--- src/rtl/pci_rst_pkg.sv ---
package pci_rst_pkg;

    // Clocks in one millisecond at the nominal 33 MHz bus clock.
    localparam int unsigned CYCLES_PER_MS_33M = 33000;

    // Level of the active-low bus reset.
    typedef enum logic {
        BUS_IN_RESET = 1'b0,
        BUS_RUNNING  = 1'b1
    } bus_level_e;

endpackage

--- src/rtl/pgood_sync.sv ---
module pgood_sync #(
    parameter int unsigned STAGES = 2
) (
    input  logic clk,
    input  logic arst_n,
    input  logic d,
    output logic q
);
    typedef struct packed {
        logic [STAGES-1:0] chain;
    } sync_state_t;

    sync_state_t st_d, st_q;

    always_comb begin
        st_d = st_q;
        if (STAGES > 1) begin
            st_d.chain = {st_q.chain[STAGES-2:0], d};
        end else begin
            st_d.chain = STAGES'(d);
        end
    end

    always_ff @(posedge clk or negedge arst_n) begin
        if (!arst_n) st_q <= '0;
        else         st_q <= st_d;
    end

    assign q = st_q.chain[STAGES-1];

    // Each stage carries the previous value of the input.
    p_sync_shift_r2: assert property (@(posedge clk) disable iff (!arst_n)
        st_q.chain[0] |=> st_q.chain[STAGES-1] || (STAGES > 2))
        else $error("p_sync_shift_r2");

endmodule

--- src/rtl/hold_timer.sv ---
module hold_timer #(
    parameter int unsigned HOLD_CYCLES = 33000
) (
    input  logic clk,
    input  logic arst_n,
    input  logic load,
    output logic expired
);
    localparam int unsigned CW = $clog2(HOLD_CYCLES + 1);
    localparam logic [CW-1:0] HOLD_V = CW'(HOLD_CYCLES);

    typedef struct packed {
        logic [CW-1:0] cnt;
        logic          done;
    } timer_state_t;

    timer_state_t st_d, st_q;

    always_comb begin
        st_d = st_q;
        if (load) begin
            st_d.cnt = HOLD_V;
        end else if (st_q.cnt != '0) begin
            st_d.cnt = st_q.cnt - CW'(1);
        end
        st_d.done = (st_d.cnt == '0);
    end

    always_ff @(posedge clk or negedge arst_n) begin
        if (!arst_n) begin
            st_q.cnt  <= HOLD_V;
            st_q.done <= 1'b0;
        end else begin
            st_q <= st_d;
        end
    end

    assign expired = st_q.done;

    // The count never leaves its range.
    p_cnt_bounded_r6: assert property (@(posedge clk) disable iff (!arst_n)
        st_q.cnt <= HOLD_V)
        else $error("p_cnt_bounded_r6");

    // A load restarts the full hold.
    p_reload_full_r5: assert property (@(posedge clk) disable iff (!arst_n)
        load |=> (st_q.cnt == HOLD_V) && !expired)
        else $error("p_reload_full_r5");

    // Once expired, the timer stays expired until the next load.
    p_expired_sticky_r7: assert property (@(posedge clk) disable iff (!arst_n)
        expired && !load |=> expired)
        else $error("p_expired_sticky_r7");

endmodule

--- src/rtl/pci_rst_seq.sv ---
module pci_rst_seq
    import pci_rst_pkg::*;
#(
    parameter int unsigned HOLD_CYCLES = CYCLES_PER_MS_33M
) (
    input  logic clk,
    input  logic pwr_good,
    input  logic sw_rst_req,
    output logic bus_rst_n
);
    localparam int unsigned QW = $clog2(HOLD_CYCLES + 3);
    localparam logic [QW-1:0] QMAX = QW'(HOLD_CYCLES + 2);

    logic pg_synced;
    logic hold_load;
    logic hold_done;

    pgood_sync #(.STAGES(2)) u_sync (
        .clk    (clk),
        .arst_n (pwr_good),
        .d      (pwr_good),
        .q      (pg_synced)
    );

    assign hold_load = !pg_synced || sw_rst_req;

    hold_timer #(.HOLD_CYCLES(HOLD_CYCLES)) u_timer (
        .clk     (clk),
        .arst_n  (pwr_good),
        .load    (hold_load),
        .expired (hold_done)
    );

    assign bus_rst_n = hold_done ? BUS_RUNNING : BUS_IN_RESET;

    // Edges since the latest trigger, saturating. Used only by the checks.
    logic [QW-1:0] quiet_d, quiet_q;

    always_comb begin
        quiet_d = quiet_q;
        if (sw_rst_req)          quiet_d = '0;
        else if (quiet_q < QMAX) quiet_d = quiet_q + QW'(1);
    end

    always_ff @(posedge clk or negedge pwr_good) begin
        if (!pwr_good) quiet_q <= '0;
        else           quiet_q <= quiet_d;
    end

    p_hold_low_r1: assert property (@(posedge clk)
        !pwr_good |-> !bus_rst_n)
        else $error("p_hold_low_r1");

    p_sw_asserts_r3: assert property (@(posedge clk) disable iff (!pwr_good)
        sw_rst_req |=> !bus_rst_n)
        else $error("p_sw_asserts_r3");

    p_min_width_r6: assert property (@(posedge clk) disable iff (!pwr_good)
        bus_rst_n |-> quiet_q >= QW'(HOLD_CYCLES))
        else $error("p_min_width_r6");

    p_stay_up_r7: assert property (@(posedge clk) disable iff (!pwr_good)
        bus_rst_n && !sw_rst_req |=> bus_rst_n)
        else $error("p_stay_up_r7");

endmodule

--- config.mk ---
export PLATFORM = sky130hd
export DESIGN_NAME = pci_rst_seq
export DESIGN_NICKNAME = d
export VERILOG_FILES = /design/src/rtl/pci_rst_pkg.sv /design/src/rtl/pgood_sync.sv /design/src/rtl/hold_timer.sv /design/src/rtl/pci_rst_seq.sv
export SDC_FILE = /design/constraint.sdc
export NUM_CORES = 1
export LEC_CHECK = 0
export BUFFER_PORTS_ARGS = -buffer_cell sky130_fd_sc_hd__clkbuf_2
export CORE_MARGIN = 5
export CORE_UTILIZATION = 53
export CTS_CLUSTER_SIZE = 16
export DETAILED_ROUTE_END_ITERATION = 6
export PLACE_DENSITY = 0.79
export SKIP_CTS_REPAIR_TIMING = 1
export SYNTH_ARGS = -nofsm -noshare
export SYNTH_HDL_FRONTEND = slang
export SYNTH_SLANG_ARGS = --single-unit
export TNS_END_PERCENT = 20
--- constraint.sdc ---
create_clock -name clk -period 2.5 [get_ports clk]
set_clock_uncertainty 0.2 [all_clocks]
set_input_delay 0.125 -clock clk [delete_from_list [all_inputs] [get_ports clk]]
set_output_delay 0.125 -clock clk [all_outputs]
set_load 0.01 [all_outputs]
==> out/qor.csv <==
metric,value,unit
ant_nets,0,
overflow,0,
crit_chain,"inv_2, ha_4, or3b_4, or2_4, o41a_1, a311oi_1, a41oi_1, nor4_2",
ctsLongestPathBuffers,2,
ir_drop,0.374,mV
holdCritPathClass,in2async,
power,0.555,mW
clk_latency,0.31,ns
synthDistinctLibCells,39,
critical_path.reg2reg.endpoint,u_timer.expired$_DFF_PN0_,
nNetsFinal,140,
worstMarginPinSlew,0.516,ns
critPathSlowestCell,dfrtp_1,
worst-endpoint-arrival,2.50,ns
final_layout_size_suffix_gt1_frac,0.328,
via_count,968,
relSlewSlack,0.655,
pwr_density_cell,420,nW/um^2
max_freq,405,MHz
cts_max_level,1,
grt_pass1_vias,901,
start_util,0.549,
p_int,0.404,mW
worst-r2r-cell-count,8,
cts_tree,done,
critPathMaxStageDelay,0.41,ns
cts-root-buf,clkbuf_4,
drc_errors,0,
drt-initial-drc-count,31,
slew_viol_final,0,
post_drt_wl_per_cell,16.5,um
yosys.area.top_type_share,0.329,
utilization,0.680,
num_antenna_cells,0,
p_clk_frac,0.302,
cp_max_fo,6,
area_growth,23.8,%
syn-num-nets,115,
critPathCaptureType,register,
yosysWarningCount,0,
criticalPathCategory,reg2reg,
ioPinCount,4,
status,completed,
rrSetupSlack,0.03,ns
grt_util_all_layers,0.194,
syn_avg_cell_area,9.69,um^2
cp_data_required_time,2.53,ns
p_comb_frac,0.116,
clk_pin_slew,0.12,ns
grt_pass1_wl,4060,um
place_worst_setup_slack,-0.0344,ns
worst_slack,0.0325,ns
dp_hpwl,1940,um
die-area,3010,um^2
synthTopCellsByArea,"dfrtp_1 (33%), dfstp_2 (12%), nor3_1 (4.2%), nor2_1 (4.2%), xnor2_1 (4.1%)",
hold_ws,0.0838,ns
coreArea,1940,um^2
final.min_clock_period,2.47,ns
dieHeight,54.9,um
placed_area,1240,um^2
firstDrtPassIters,4,
r2r_start,u_timer.st_q[1]$_DFF_PN0_,
rsz0062_at_grt,true,
swShare,0.272,
syn-cell-area,1070,um^2
ys_seq_area_frac,0.452,
setup_viol,0,
synth_top_area_cell,dfrtp_1,
die_width,54.9,um
io_buffers,3,
fin_tns_setup,0,ns
rows,16,
synth-seq-cells,19,
cts_num_sinks,19,
grt_max_degree,21,
antenna_found_initial,0,
design_area,1320,um^2
leakagePower,0.555,nW
cts_buffers,3,
postSynthCellCount,110,
p_switching,0.151,mW
wl,2660,um
power_frac_seq,0.582,
dp_cells,153,
viasPerCell,6.01,
hold_violations,0,
gp_congestion,0.886,
fin_cells,161,
maxCapViolations,0,
critPathLaunchType,register,
post-route-period-util,0.987,
[power by group through the flow]
stage / registers, mW / clock network (mW) / logic, mW
after CTS: 0.323 / 0.162 / 0.0577
after detailed placement: 0.328 / 0 / 0.0573
final: 0.323 / 0.168 / 0.0645
after global placement: 0.327 / 0 / 0.0555
after global routing: 0.324 / 0.178 / 0.0709
after floorplan: 0.327 / 0 / 0.0312
[synth_stat cells]
cell       count
nand2_1        8
xor2_1         3
and2_1         1
nand4b_1       2
a41oi_1        1
or2_0          1
or4_1          2
o31ai_1        4
or4_4          1
nand2b_1       3
and3_1         1
a21o_1         1
a21oi_1        4
nor2b_1        2
o21ai_0        3
a41o_1         1
or3b_1         1
nand3_1        1
nor4_4         1
a211oi_1       1
buf_2          2
inv_1          3
nor4_1         1
nor2_1        12
ha_1           2
clkbuf_1       2
a311oi_1       1
xnor2_1        5
nor4_2         1
o2111ai_1      1
o41a_1         1
dfstp_2        5
nor3_1         9
o211ai_1       3
nand2_2        1
dfrtp_1       14
mux2_2         1
or3_1          3
or2_1          1
[routing by layer]
| metal | track usage | vias to the layer above | wire length, um | part of all wire |
|---|---|---|---|---|
| met2 | 0.323 | 39 | 1300 | 0.49 |
| met3 | 0.0381 | 5 | 141 | 0.053 |
| met4 | 0.0705 | 0 | 55 | 0.021 |
| met5 | 0 | - | 0 | 0 |
| li1 | - | 448 | - | - |
| met1 | 0.245 | 476 | 1150 | 0.43 |
[registers in the layout, indices dropped and copies added, names as in the netlist]
register,cells
u_timer.st_q,16
u_sync.st_q,2
u_timer.expired,1
[critical path: cells and delay by family (launching register included)]
kind                       cells  cell delay, ns
AOI/OAI and AO/OA              3            0.73
DFF                            1            0.41
buffers and inverters          1            0.10
adders and majority gates      1            0.14
and+or+nand+nor                3            0.81
[cell type report]
type	count	area, um^2
clock buffers	3	22.5
clock inverters	1	5.00
fillers	167	622
inverters	3	11.3
multi-input cells	84	588
flip-flops and latches	19	482
well taps	27	33.8
repair buffers	24	178
[kinds of logic (layout without fill, tap and decap cells)]
| group | count (synthesis) | in the layout | synth area share |
|---|---|---|---|
| XOR/XNOR | 8 | 8 | 0.0657 |
| multiplexers | 1 | 1 | 0.0106 |
| buffers and inverters | 7 | 31 | 0.0270 |
| flip-flops | 19 | 19 | 0.452 |
| adder cells (fa/ha/maj) | 2 | 2 | 0.0235 |
| AND/OR/NAND/NOR | 52 | 52 | 0.281 |
| AO/OA/AOI/OAI | 21 | 21 | 0.141 |
[worst max path at each step]
stage	start	endpoint	slack, ns	cells past startpoint
final	u_timer.st_q[1]$_DFF_PN0_	u_timer.expired$_DFF_PN0_	0.03	8
after global routing	u_timer.st_q[1]$_DFF_PN0_	u_timer.expired$_DFF_PN0_	-0.04	8
after CTS	u_timer.st_q[2]$_DFF_PN0_	u_timer.expired$_DFF_PN0_	-0.06	8
after detailed placement	u_timer.st_q[2]$_DFF_PN0_	u_timer.expired$_DFF_PN0_	-0.03	8
after global placement	u_timer.st_q[10]$_DFF_PN0_	u_timer.expired$_DFF_PN0_	0.05	7
after floorplan	u_timer.st_q[1]$_DFF_PN0_	u_timer.st_q[15]$_DFF_PN0_	0.006	9
[placed cells by master (no fill, tap or decap), types with 2 or more instances in the layout]
cell / n
or4_1: 2
o31ai_1: 4
or3_1: 3
nor2b_1: 2
clkbuf_4: 3
o211ai_1: 3
dfstp_2: 5
inv_2: 2
xor2_1: 3
nand2_1: 8
nand2b_1: 2
buf_4: 19
dlygate4sd3_1: 2
a21oi_1: 4
nor2_1: 12
nor3_1: 8
dfrtp_1: 14
o21ai_0: 3
clkbuf_2: 3
nand4b_1: 2
xnor2_1: 5
Note: power is estimated with default switching activity, not from simulation.
